==> src/rtl/ppcctl_pkg.sv <==
package ppcctl_pkg;

  typedef enum logic [2:0] {
    K_NONE,
    K_ZERO,
    K_SRESP,
    K_NSC,
    K_NS,
    K_SP,
    K_NSP,
    K_ID
  } kind_e;

  localparam logic [1:0] SZ_BYTE = 2'd0;
  localparam logic [1:0] SZ_HALF = 2'd1;
  localparam logic [1:0] SZ_WORD = 2'd2;

  // Low n bits set.
  function automatic logic [31:0] port_mask(int n);
    if (n >= 32) return '1;
    return (32'd1 << n) - 32'd1;
  endfunction

  // Per port: non-secure ports take nsp, secure ports take sp.
  function automatic logic [31:0] ap_merge(logic [31:0] ns, logic [31:0] sp, logic [31:0] nsp);
    return (ns & nsp) | (~ns & sp);
  endfunction

  // Little-endian lane extraction for sub-word reads.
  function automatic logic [31:0] lane_pick(logic [31:0] w, logic [1:0] a, logic [1:0] sz);
    logic [31:0] s;
    s = w >> {a, 3'b000};
    case (sz)
      SZ_BYTE: return {24'h0, s[7:0]};
      SZ_HALF: return {16'h0, s[15:0]};
      default: return w;
    endcase
  endfunction

  function automatic logic [7:0] id_byte(logic nswin, logic [3:0] k);
    case (k)
      4'd0:    return 8'h04;
      4'd4:    return nswin ? 8'h53 : 8'h52;
      4'd5:    return 8'hB8;
      4'd6:    return 8'h0B;
      4'd8:    return 8'h0D;
      4'd9:    return 8'hF0;
      4'd10:   return 8'h05;
      4'd11:   return 8'hB1;
      default: return 8'h00;
    endcase
  endfunction

endpackage

==> src/rtl/ppcctl_decode.sv <==
module ppcctl_decode
  import ppcctl_pkg::*;
#(
  parameter int N_APB_INT = 2,
  parameter int N_APB_EXP = 4,
  parameter int N_AHB_EXP = 4,
  parameter int IW        = 4
) (
  input  logic          win_ns_i,
  input  logic [11:0]   addr_i,
  output kind_e         kind_o,
  output logic [IW-1:0] inst_o,
  output logic [3:0]    id_idx_o
);

  logic [3:0] slot;
  logic [1:0] sub;
  assign slot = addr_i[7:4];
  assign sub  = addr_i[3:2];

  always_comb begin
    kind_o   = K_NONE;
    inst_o   = '0;
    id_idx_o = addr_i[5:2] - 4'd4;
    if (addr_i[11:8] == 4'hF && addr_i[7:0] >= 8'hD0) begin
      kind_o = K_ID;
    end else if (addr_i[11:8] == 4'h0) begin
      if (!win_ns_i) begin
        case (slot)
          4'h1: begin
            if (sub == 2'd0) kind_o = K_SRESP;
            else if (sub == 2'd1) kind_o = K_NSC;
          end
          4'h5, 4'h9: if (sub == 2'd0) kind_o = K_ZERO;
          4'h6, 4'hA: if (int'(sub) < N_AHB_EXP) begin
            kind_o = (slot == 4'h6) ? K_NS : K_SP;
            inst_o = IW'(N_APB_INT + N_APB_EXP + int'(sub));
          end
          4'h7, 4'hB: if (int'(sub) < N_APB_INT) begin
            kind_o = (slot == 4'h7) ? K_NS : K_SP;
            inst_o = IW'(int'(sub));
          end
          4'h8, 4'hC: if (int'(sub) < N_APB_EXP) begin
            kind_o = (slot == 4'h8) ? K_NS : K_SP;
            inst_o = IW'(N_APB_INT + int'(sub));
          end
          default: kind_o = K_NONE;
        endcase
      end else begin
        case (slot)
          4'h9: if (sub == 2'd0) kind_o = K_ZERO;
          4'hA: if (int'(sub) < N_AHB_EXP) begin
            kind_o = K_NSP;
            inst_o = IW'(N_APB_INT + N_APB_EXP + int'(sub));
          end
          4'hB: if (int'(sub) < N_APB_INT) begin
            kind_o = K_NSP;
            inst_o = IW'(int'(sub));
          end
          4'hC: if (int'(sub) < N_APB_EXP) begin
            kind_o = K_NSP;
            inst_o = IW'(N_APB_INT + int'(sub));
          end
          default: kind_o = K_NONE;
        endcase
      end
    end
  end

endmodule

==> src/rtl/ppcctl_slice.sv <==
module ppcctl_slice
  import ppcctl_pkg::*;
#(
  parameter int PORTS = 16,
  parameter int PMAX  = 16
) (
  input  logic            clk,
  input  logic            rst_n,
  input  logic            we_ns_i,
  input  logic            we_sp_i,
  input  logic            we_nsp_i,
  input  logic [31:0]     wdata_i,
  output logic [31:0]     ns_o,
  output logic [31:0]     sp_o,
  output logic [31:0]     nsp_o,
  output logic [PMAX-1:0] ap_o
);

  localparam logic [31:0] KEEP = port_mask(PORTS);

  logic [31:0] wkeep, ns_d, sp_d, nsp_d;
  assign wkeep = wdata_i & KEEP;

  always_comb begin
    ns_d  = we_ns_i  ? wkeep : ns_o;
    sp_d  = we_sp_i  ? wkeep : sp_o;
    nsp_d = we_nsp_i ? wkeep : nsp_o;
  end

  always_ff @(posedge clk or negedge rst_n) begin
    if (!rst_n) begin
      ns_o  <= '0;
      sp_o  <= '0;
      nsp_o <= '0;
      ap_o  <= '0;
    end else begin
      ns_o  <= ns_d;
      sp_o  <= sp_d;
      nsp_o <= nsp_d;
      ap_o  <= PMAX'(ap_merge(ns_d, sp_d, nsp_d));
    end
  end

  // the registered permission always agrees with the stored masks
  p_ap_select_r1: assert property (@(posedge clk) disable iff (!rst_n)
    ap_o == PMAX'(ap_merge(ns_o, sp_o, nsp_o)));

  // no stored bit above the port count
  p_mask_upper_r2: assert property (@(posedge clk) disable iff (!rst_n)
    ((ns_o | sp_o | nsp_o) & ~KEEP) == 32'h0);

  // an attribute write lands on the next edge
  p_ns_load_r3: assert property (@(posedge clk) disable iff (!rst_n)
    we_ns_i |=> ns_o == ($past(wdata_i) & KEEP));

endmodule

==> src/rtl/ppcctl_top.sv <==
module ppcctl_top
  import ppcctl_pkg::*;
#(
  parameter int N_APB_INT = 2,
  parameter int N_APB_EXP = 4,
  parameter int N_AHB_EXP = 4,
  parameter int P_INT     = 4,
  parameter int P_EXP     = 16,
  localparam int N_INST   = N_APB_INT + N_APB_EXP + N_AHB_EXP,
  localparam int PMAX     = (P_INT > P_EXP) ? P_INT : P_EXP,
  localparam int NOUT     = N_INST * PMAX
) (
  input  logic            clk,
  input  logic            rst_n,
  input  logic            req_i,
  input  logic            win_ns_i,
  input  logic            we_i,
  input  logic [11:0]     addr_i,
  input  logic [1:0]      size_i,
  input  logic [31:0]     wdata_i,
  output logic [31:0]     rdata_o,
  output logic            rvalid_o,
  output logic [NOUT-1:0] nonsec_o,
  output logic [NOUT-1:0] ap_o,
  output logic            sec_resp_o,
  output logic [1:0]      nsc_cfg_o
);

  localparam int IW = (N_INST > 1) ? $clog2(N_INST) : 1;

  kind_e         kind;
  logic [IW-1:0] inst;
  logic [3:0]    id_idx;

  ppcctl_decode #(
    .N_APB_INT(N_APB_INT), .N_APB_EXP(N_APB_EXP), .N_AHB_EXP(N_AHB_EXP), .IW(IW)
  ) dec_i (
    .win_ns_i (win_ns_i),
    .addr_i   (addr_i),
    .kind_o   (kind),
    .inst_o   (inst),
    .id_idx_o (id_idx)
  );

  // Named access events
  logic wr_ok, rd_ok;
  assign wr_ok = req_i && we_i && (size_i == SZ_WORD) && (addr_i[1:0] == 2'b00);
  assign rd_ok = req_i && !we_i;

  logic [31:0] ns_arr  [N_INST];
  logic [31:0] sp_arr  [N_INST];
  logic [31:0] nsp_arr [N_INST];
  logic [N_INST*32-1:0] ns_all, sp_all, nsp_all;

  for (genvar k = 0; k < N_INST; k++) begin : g_inst
    localparam int PK = (k < N_APB_INT) ? P_INT : P_EXP;
    logic hit;
    assign hit = wr_ok && (inst == IW'(k));
    ppcctl_slice #(.PORTS(PK), .PMAX(PMAX)) slice_i (
      .clk      (clk),
      .rst_n    (rst_n),
      .we_ns_i  (hit && kind == K_NS),
      .we_sp_i  (hit && kind == K_SP),
      .we_nsp_i (hit && kind == K_NSP),
      .wdata_i  (wdata_i),
      .ns_o     (ns_arr[k]),
      .sp_o     (sp_arr[k]),
      .nsp_o    (nsp_arr[k]),
      .ap_o     (ap_o[k*PMAX +: PMAX])
    );
    assign nonsec_o[k*PMAX +: PMAX] = ns_arr[k][PMAX-1:0];
    assign ns_all[k*32 +: 32]  = ns_arr[k];
    assign sp_all[k*32 +: 32]  = sp_arr[k];
    assign nsp_all[k*32 +: 32] = nsp_arr[k];
  end

  logic       sresp_q;
  logic [1:0] nsc_q;

  always_ff @(posedge clk or negedge rst_n) begin
    if (!rst_n) begin
      sresp_q <= 1'b0;
      nsc_q   <= 2'b00;
    end else if (wr_ok) begin
      if (kind == K_SRESP) sresp_q <= wdata_i[0];
      if (kind == K_NSC)   nsc_q   <= wdata_i[1:0];
    end
  end

  assign sec_resp_o = sresp_q;
  assign nsc_cfg_o  = nsc_q;

  logic [31:0] rword;
  always_comb begin
    case (kind)
      K_SRESP: rword = {31'h0, sresp_q};
      K_NSC:   rword = {30'h0, nsc_q};
      K_NS:    rword = ns_arr[inst];
      K_SP:    rword = sp_arr[inst];
      K_NSP:   rword = nsp_arr[inst];
      K_ID:    rword = {24'h0, id_byte(win_ns_i, id_idx)};
      default: rword = 32'h0;
    endcase
  end

  always_ff @(posedge clk or negedge rst_n) begin
    if (!rst_n) begin
      rdata_o  <= 32'h0;
      rvalid_o <= 1'b0;
    end else begin
      rvalid_o <= rd_ok;
      if (rd_ok) rdata_o <= lane_pick(rword, addr_i[1:0], size_i);
    end
  end

  // secure-window writes never reach the non-secure-privileged masks
  p_win_nsp_r5: assert property (@(posedge clk) disable iff (!rst_n)
    (req_i && we_i && !win_ns_i) |=> $stable(nsp_all));

  // non-secure-window writes leave secure-owned state alone
  p_win_sec_r5: assert property (@(posedge clk) disable iff (!rst_n)
    (req_i && we_i && win_ns_i) |=> ($stable(ns_all) && $stable(sp_all) && $stable({sresp_q, nsc_q})));

  // sub-word or misaligned writes change nothing
  p_subword_drop_r6: assert property (@(posedge clk) disable iff (!rst_n)
    (req_i && we_i && !wr_ok) |=> ($stable(ns_all) && $stable(sp_all) && $stable(nsp_all) && $stable({sresp_q, nsc_q})));

  // undecoded writes change nothing
  p_undecoded_r12: assert property (@(posedge clk) disable iff (!rst_n)
    (wr_ok && kind == K_NONE) |=> ($stable(ns_all) && $stable(sp_all) && $stable(nsp_all) && $stable({sresp_q, nsc_q})));

  // state leaves reset cleared
  p_reset_clear_r10: assert property (@(posedge clk) disable iff (!rst_n)
    $rose(rst_n) |-> (ns_all == '0 && sp_all == '0 && nsp_all == '0 && !sec_resp_o && nsc_cfg_o == 2'b00));

endmodule

==> config.mk <==
export PLATFORM = sky130hd
export DESIGN_NAME = ppcctl_top
export DESIGN_NICKNAME = d
export VERILOG_FILES = /design/src/rtl/ppcctl_pkg.sv /design/src/rtl/ppcctl_decode.sv /design/src/rtl/ppcctl_slice.sv /design/src/rtl/ppcctl_top.sv
export SDC_FILE = /design/constraint.sdc
export NUM_CORES = 1
export LEC_CHECK = 0
export ABC_AREA = 1
export ABC_CLOCK_PERIOD_IN_PS = 2500
export BUFFER_PORTS_ARGS = -buffer_cell sky130_fd_sc_hd__buf_2
export CAP_MARGIN = 20
export CORE_ASPECT_RATIO = 2
export CORE_MARGIN = 4
export CORE_UTILIZATION = 42
export CTS_CLUSTER_DIAMETER = 150
export CTS_CLUSTER_SIZE = 40
export DETAILED_ROUTE_END_ITERATION = 6
export PLACE_DENSITY = 0.6
export SYNTH_ARGS = -nofsm -noshare
export SYNTH_HDL_FRONTEND = slang
export SYNTH_SLANG_ARGS = --single-unit
==> constraint.sdc <==
create_clock -name clk -period 2.5 [get_ports clk]
set_input_delay 0.25 -clock clk [delete_from_list [all_inputs] [get_ports clk]]
set_output_delay 0.25 -clock clk [all_outputs]
set_load 0.02 [all_outputs]
==> flow_metrics.py, run 1 <==
metrics = {
    "synthesis": {
        "avgSynthCellArea_sq_um": 8.39,
        "ys_types": 38,
        "ys_ff_latch": 660,
        "synth_top_area_frac": 0.549,
        "synth_edf_count": 0,
        "netlist_area_sq_um": 30100,
        "synth-seq-area-share": 0.549,
        "yosys-top-cells-area": "dfrtp_1 55%, nand2_1 13%, o21ai_0 4.5%",
        "synth_top_area_cell": "dfrtp_1",
        "yosysWarnings": 0,
        "async_flop_share": 1.00,
        "syn_inst": 3586,
        "synth-main-ff-cell": "dfrtp_1",
    },
    "setup_path": {
        "cp.depth": 18,
        "reg2reg_slack_ns": 0.83,
        "crit_chain": "buf_2 > nor2_2 > buf_4 > nand2_1 > nand3_1 > nand2_1 > nor2_4 > buf_6 > buf_12 > nor3_1 > nor2_1 > nor2_1 > nor2_1 > nor2_1 > nor2_1 > nand2_1 > a21oi_1 > a21oi_1",
        "critical_path.max_fanout": 33,
        "max_stage_delay_ns": 0.27,
        "crit_family": "simple AND/OR/NAND/NOR gates",
        "critPathKind": "input port to flop",
        "start_kind": "input port",
        "crit_required_ns": 3.02,
        "r2r_cells": 10,
        "cp.arrival_ns": 2.86,
        "critPathMostFrequentCell": "nor2_1",
        "endpoint_kind": "flop",
        "cp_slowest_cell": "nor2_4",
        "cp.buffers_inverters": 4,
    },
    "finish": {
        "final_cell_mix": "1003 x nand2_1, 660 x dfrtp_1, 373 x buf_2",
        "drive_gt1_frac": 0.219,
        "fin_area_sq_um": 36600,
        "fillers": 6882,
        "final_cells": 5076,
        "final_common_cell": "nand2_1",
        "syn2layout_area_growth_pct": 21.6,
        "nets": 4213,
    },
    "pwr": {
        "p_clk_frac": 0.294,
        "leakagePower_nw": 19.2,
        "power_frac_seq": 0.648,
        "totalPowerFinal_mw": 16.5,
        "vdd_drop_max_mv": 0.593,
        "p_int_mw": 12.5,
        "p_comb_frac": 0.058,
        "switchingPower_mw": 4.03,
        "swShare": 0.243,
        "power_density_nw_per_um2": 452,
    },
    "timing": {
        "hold_violations": 0,
        "min_period_over_period": 0.935,
        "fin_skew_ns": 0.0323,
        "setup-violations-final": 0,
        "fmax_mhz": 428,
        "worst_slack_ns": 0.162,
        "fin_setup_tns_ns": 0,
        "relSlewSlack": 0.418,
        "worst_slew_pin_slew_ns": 0.872,
        "slew_viol_final": 0,
        "fin_crit_ns": 2.34,
        "rsz0062_at_grt": "no",
    },
    "route": {
        "vias": 26500,
        "antenna_left": 0,
        "totalWireLength_mm": 111,
        "drc": 0,
        "drtIter0Drc": 2563,
        "wl_per_cell_um": 21.9,
        "firstDrtPassIters": 5,
        "drt-vias-per-instance": 5.21,
    },
    "hold_path": {
        "hold_path.class": "input port to flop",
        "holdPathStages": 3,
    },
    "grt": {
        "grt_first_pass_wirelength_mm": 168,
        "grt_max_degree": 84,
        "track_usage": 0.287,
        "use_met2": 0.466,
        "gr-total-overflow": 0,
        "use_met3": 0.0453,
        "antenna_found_initial": 4,
        "busiest_layer": "met2",
        "use_met1": 0.392,
        "grt_pass1_vias": 26400,
    },
    "floorplan": {
        "start_util": 0.424,
        "die_area_sq_um": 76200,
        "die_x_um": 197,
        "ios": 407,
        "rows": 138,
        "die_h_um": 386,
        "core-area_sq_um": 71000,
    },
    "placement": {
        "place_congestion": 0.927,
        "place.port_buffers": 374,
        "post-place-ws_ns": -0.461,
        "dp_hpwl_mm": 86.7,
        "place_area_sq_um": 35900,
        "dpl.cell_count": 5035,
    },
    "clock_tree": {
        "clk_latency_ns": 0.61,
        "clockBufferDepth": 3,
        "numCtsBuffers": 20,
        "clkTransAtPathRegs_ns": 0.17,
        "cts_root_buf": "clkbuf_16",
        "cts_tree": "yes",
        "cts.htree.levels": 1,
        "clock-sinks": 660,
    },
    "outcome": {
        "status": "finished clean",
    },
    "job": {
        "cap_viol_max_count": 0,
    },
}
-- path summary, 6_finish.rpt --
check,start,end
setup / recovery,addr_i[4],rdata_o[5]
hold / removal,wdata_i[9],g_inst[6].slice_i.ns_o[9]
setup reg to reg,g_inst[6].slice_i.ns_o[10],rdata_o[2]
hold reg to reg,rdata_o[1],rdata_o[1]
max in group asynchronous,rst_n,g_inst[1].slice_i.ns_o[0]
min in group asynchronous,rst_n,g_inst[8].slice_i.nsp_o[5]
-- flip-flops by register name (all words and copies together), names as in the netlist --
register and flops:
g_inst.slice_i.sp_o 160, sec_resp_o 1, g_inst.slice_i.ap_o 160, rdata_o 16, g_inst.slice_i.nsp_o 160, g_inst.slice_i.ns_o 160
nsc_cfg_o 2, rvalid_o 1
-- worst register-to-register path, delay by kind of cell (launching register included) --
| family | cells | cell delay, ns |
|---|---|---|
| buffers and inverters | 1 | 0.10 |
| DFF | 1 | 0.47 |
| AOI/OAI and AO/OA | 1 | 0.07 |
| and+or+nand+nor | 8 | 0.94 |
-- metal layers --
metal  wire length (um)  share of wire
met5                  0              0
met2              52300           0.47
met3               8100          0.073
met1              46300           0.42
met4               4610          0.041
-- cells in the mapped netlist, types with 4 or more instances --
cell type	instances
nand2_1	1005
dfrtp_1	660
inv_1	343
nor2_1	334
o21ai_0	270
nand3_1	188
o21ai_1	182
clkbuf_1	96
buf_2	78
a21oi_1	53
mux2_1	48
a21oi_2	44
nand3b_1	37
mux2_2	36
buf_4	32
o22ai_1	32
inv_2	23
o31ai_1	20
mux2i_1	14
buf_1	13
nor2_2	11
nand2_2	10
nand4_1	9
nor3_1	9
a22o_1	7
nor2_4	7
clkinv_1	4
-- logic make-up after synthesis --
family,after synthesis,synth area share
compound gates,618,0.113
buf+inv,589,0.0807
flops,660,0.549
mux,98,0.0361
other cells,1,0.000125
simple gates,1620,0.221
-- stage by stage --
| step | util | hold WS [ns] |
|---|---|---|
| after floorplan | - | -0.0456 |
| after global placement | 0.505 | 0.210 |
| after detailed placement | 0.505 | 0.217 |
| after CTS | 0.515 | 0.00506 |
| after global routing | 0.515 | 0.0275 |
| final | 0.515 | 0.0348 |
-- power groups by stage --
stage          Clock [mW]  Sequential, mW  Combinational [mW]
2_1_floorplan           0            11.0               0.302
3_3_place_gp            0            10.9               0.948
3_5_place_dp            0            10.9               0.950
4_1_cts              4.98            10.7               0.969
5_1_grt              5.29            10.7                1.05
6_report             4.86            10.7               0.960
-- final cells by class --
class	count	area, sq um	area share
flip-flops and latches	660	16500	0.452
multi-input cells	2352	11200	0.307
repair buffers	758	5740	0.157
inverters	370	1390	0.0380
well taps	910	1140	0.0311
clock buffers	21	526	0.0144
clock inverters	1	20.0	0.000547
diodes	4	10.0	0.000274
-- repair_timing --
item	in CTS	in global routing
buffers inserted	0	2
resized for setup	0	2
hold buffers	13	0
endpoints found under the hold margin	146	0
setup endpoints to repair	0	7
Note: power is estimated with default switching activity, not from simulation.
==> run 2: changes to the inputs <==
--- a/config.mk
+++ b/config.mk
@@ -16,6 +16,7 @@
 export CTS_CLUSTER_SIZE = 40
 export DETAILED_ROUTE_END_ITERATION = 6
 export PLACE_DENSITY = 0.6
+export RECOVER_POWER = 100
 export SYNTH_ARGS = -nofsm -noshare
 export SYNTH_HDL_FRONTEND = slang
 export SYNTH_SLANG_ARGS = --single-unit
==> run 2 against run 1 <==
  * The run now ends with max-capacitance violations, max-slew violations left
  * Clock power about the same
  * Hold slack improved by 0.0012 ns
  * Register-to-register slack improved by 0.02 ns
  * Clock skew increased by 0.0016 ns
  * Setup slack got worse by 0.0097 ns
  * Non-clock buffer count unchanged
  * Sequential cell count unchanged
  * First-iteration DRC count decreased by 4.4%
  * Highest routed layer unchanged
  * Sequential share of layout area increased by 1.2 points
  * Combinational power decreased by 4.8%
  * Global-route usage unchanged
==> flow_metrics.py, run 2 (synthesis gave the netlist of run 1 again) <==
metrics = {
    "outcome": {
        "status": "finished with violations",
        "failed_checks": "max-capacitance violations, max-slew violations",
    },
    "setup_path": {
        "cp.arrival_ns": 2.86,
        "endpoint_kind": "flop",
        "cp.buffers_inverters": 5,
        "critical_path.max_fanout": 20,
        "critPathKind": "input port to flop",
        "max_stage_delay_ns": 0.36,
        "crit_family": "simple AND/OR/NAND/NOR gates",
        "cp_slowest_cell": "mux2_1",
        "reg2reg_slack_ns": 0.85,
        "critPathMostFrequentCell": "nor2_1",
        "start_kind": "input port",
        "crit_chain": "buf_2 > nor2_1 > nand3_1 > clkbuf_1 > nor2_1 > buf_4 > nand3_4 > nor2_4 > buf_12 > nand2_1 > nor2_1 > buf_12 > nor2_1 > a21oi_1 > mux2_1",
        "crit_required_ns": 3.01,
    },
    "timing": {
        "fin_hold_ws_ns": 0.0360,
        "rsz0062_at_grt": "no",
        "fmax_mhz": 426,
        "fin_crit_ns": 2.35,
        "slew_viol_final": 50,
        "hold_violations": 0,
        "relSlewSlack": -0.0456,
        "worst_slew_pin_slew_ns": 1.57,
        "min_period_over_period": 0.939,
        "fin_skew_ns": 0.0340,
        "setup-violations-final": 0,
    },
    "finish": {
        "final_cell_mix": "1006 x nand2_1, 660 x dfrtp_1, 393 x o21ai_0",
        "syn2layout_area_growth_pct": 18.5,
        "final_common_cell": "nand2_1",
        "final_util": 0.502,
        "drive_gt1_frac": 0.116,
        "nets": 4213,
        "fillers": 7140,
    },
    "clock_tree": {
        "cts_root_buf": "clkbuf_16",
        "clk_latency_ns": 0.61,
        "cts_tree": "yes",
        "numCtsBuffers": 20,
        "clockBufferDepth": 3,
        "clkTransAtPathRegs_ns": 0.15,
        "clock-sinks": 660,
        "cts.htree.levels": 1,
    },
    "floorplan": {
        "rows": 138,
        "ios": 407,
        "die_area_sq_um": 76200,
        "die_x_um": 197,
        "start_util": 0.424,
        "core-area_sq_um": 71000,
        "die_h_um": 386,
    },
    "grt": {
        "track_usage": 0.287,
        "antenna_found_initial": 3,
        "grt_max_degree": 84,
        "gr-total-overflow": 0,
        "grt_first_pass_wirelength_mm": 168,
        "grt_pass1_vias": 26400,
    },
    "route": {
        "antenna_left": 0,
        "wl_per_cell_um": 22.0,
        "vias": 26500,
        "drtIter0Drc": 2451,
        "firstDrtPassIters": 6,
        "drt-vias-per-instance": 5.23,
        "totalWireLength_mm": 112,
        "drc": 0,
    },
    "pwr": {
        "vdd_drop_max_mv": 0.600,
        "leakagePower_nw": 17.8,
        "power_density_nw_per_um2": 463,
    },
    "placement": {
        "dp_hpwl_mm": 86.7,
        "place_congestion": 0.927,
        "place.port_buffers": 374,
    },
    "hold_path": {
        "hold_path.class": "input port to flop",
    },
    "job": {
        "cap_viol_max_count": 1,
    },
}
[run 2: where the power goes]
group / switching (mW) / total, mW / internal [mW]
clock network: 3.31 / 4.86 / 1.55
logic: 0.689 / 0.914 / 0.225
registers: 0.0198 / 10.7 / 10.7
[run 2: per-stage QoR]
| step | setup slack (ns) | cell area [sq um] | TNS [ns] | power, mW | std cells |
|---|---|---|---|---|---|
| 6_report | 0.152 | 35600 | 0 | 16.5 | 5075 |
| 5_1_grt | 0.0190 | 35600 | 0 | 17.0 | 5073 |
| 4_1_cts | 0.196 | 36500 | 0 | 16.7 | 5070 |
| 3_5_place_dp | -0.461 | 35900 | -48.05 | 11.9 | 5035 |
| 3_3_place_gp | -0.473 | 35900 | -44.80 | 11.9 | 5035 |
| 2_1_floorplan | 0.319 | 30100 | 0 | 11.3 | 3601 |
[run 2: metal layers]
metal | routed length [um] | track usage | up-vias
li1 | - | - | 12500
met1 | 46200 | 0.392 | 12800
met2 | 52500 | 0.466 | 1107
met3 | 8230 | 0.0453 | 172
met4 | 4610 | 0.0987 | 0
met5 | 0 | 0 | -
[run 2: area by class of cell]
cell class	instances	area, sq um	area share
repair buffers	758	4960	0.139
clock buffers	21	526	0.0147
clock inverters	1	20.0	0.000562
diodes	3	7.51	0.000211
inverters	370	1390	0.0390
multi-input cells	2352	11100	0.311
flip-flops and latches	660	16500	0.463
well taps	910	1140	0.0319
[run 2: worst paths after layout]
check | from | cells after the start | to
max in group asynchronous | rst_n | 4 | g_inst[1].slice_i.ns_o[3]
worst max register to register | g_inst[6].slice_i.ns_o[10] | 10 | rdata_o[2]
worst max-delay path | addr_i[10] | 15 | g_inst[5].slice_i.ap_o[3]
worst min register to register | rdata_o[1] | 2 | rdata_o[1]
min in group asynchronous | rst_n | 2 | g_inst[8].slice_i.nsp_o[5]
worst min-delay path | wdata_i[10] | 3 | g_inst[2].slice_i.ns_o[10]
[run 2: timing repair]
item | 4_1_cts | 5_1_grt
hold buffers | 13 | 0
setup buffers | 0 | 2
resized for setup | 0 | 2
endpoints found under the setup margin | 0 | 7
hold endpoints to repair | 146 | 0
[run 2: tightest hold or removal path, cell delays in order]
cell     delay (ns)
buf_2          0.20
o21ai_1        0.13
inv_2          0.06
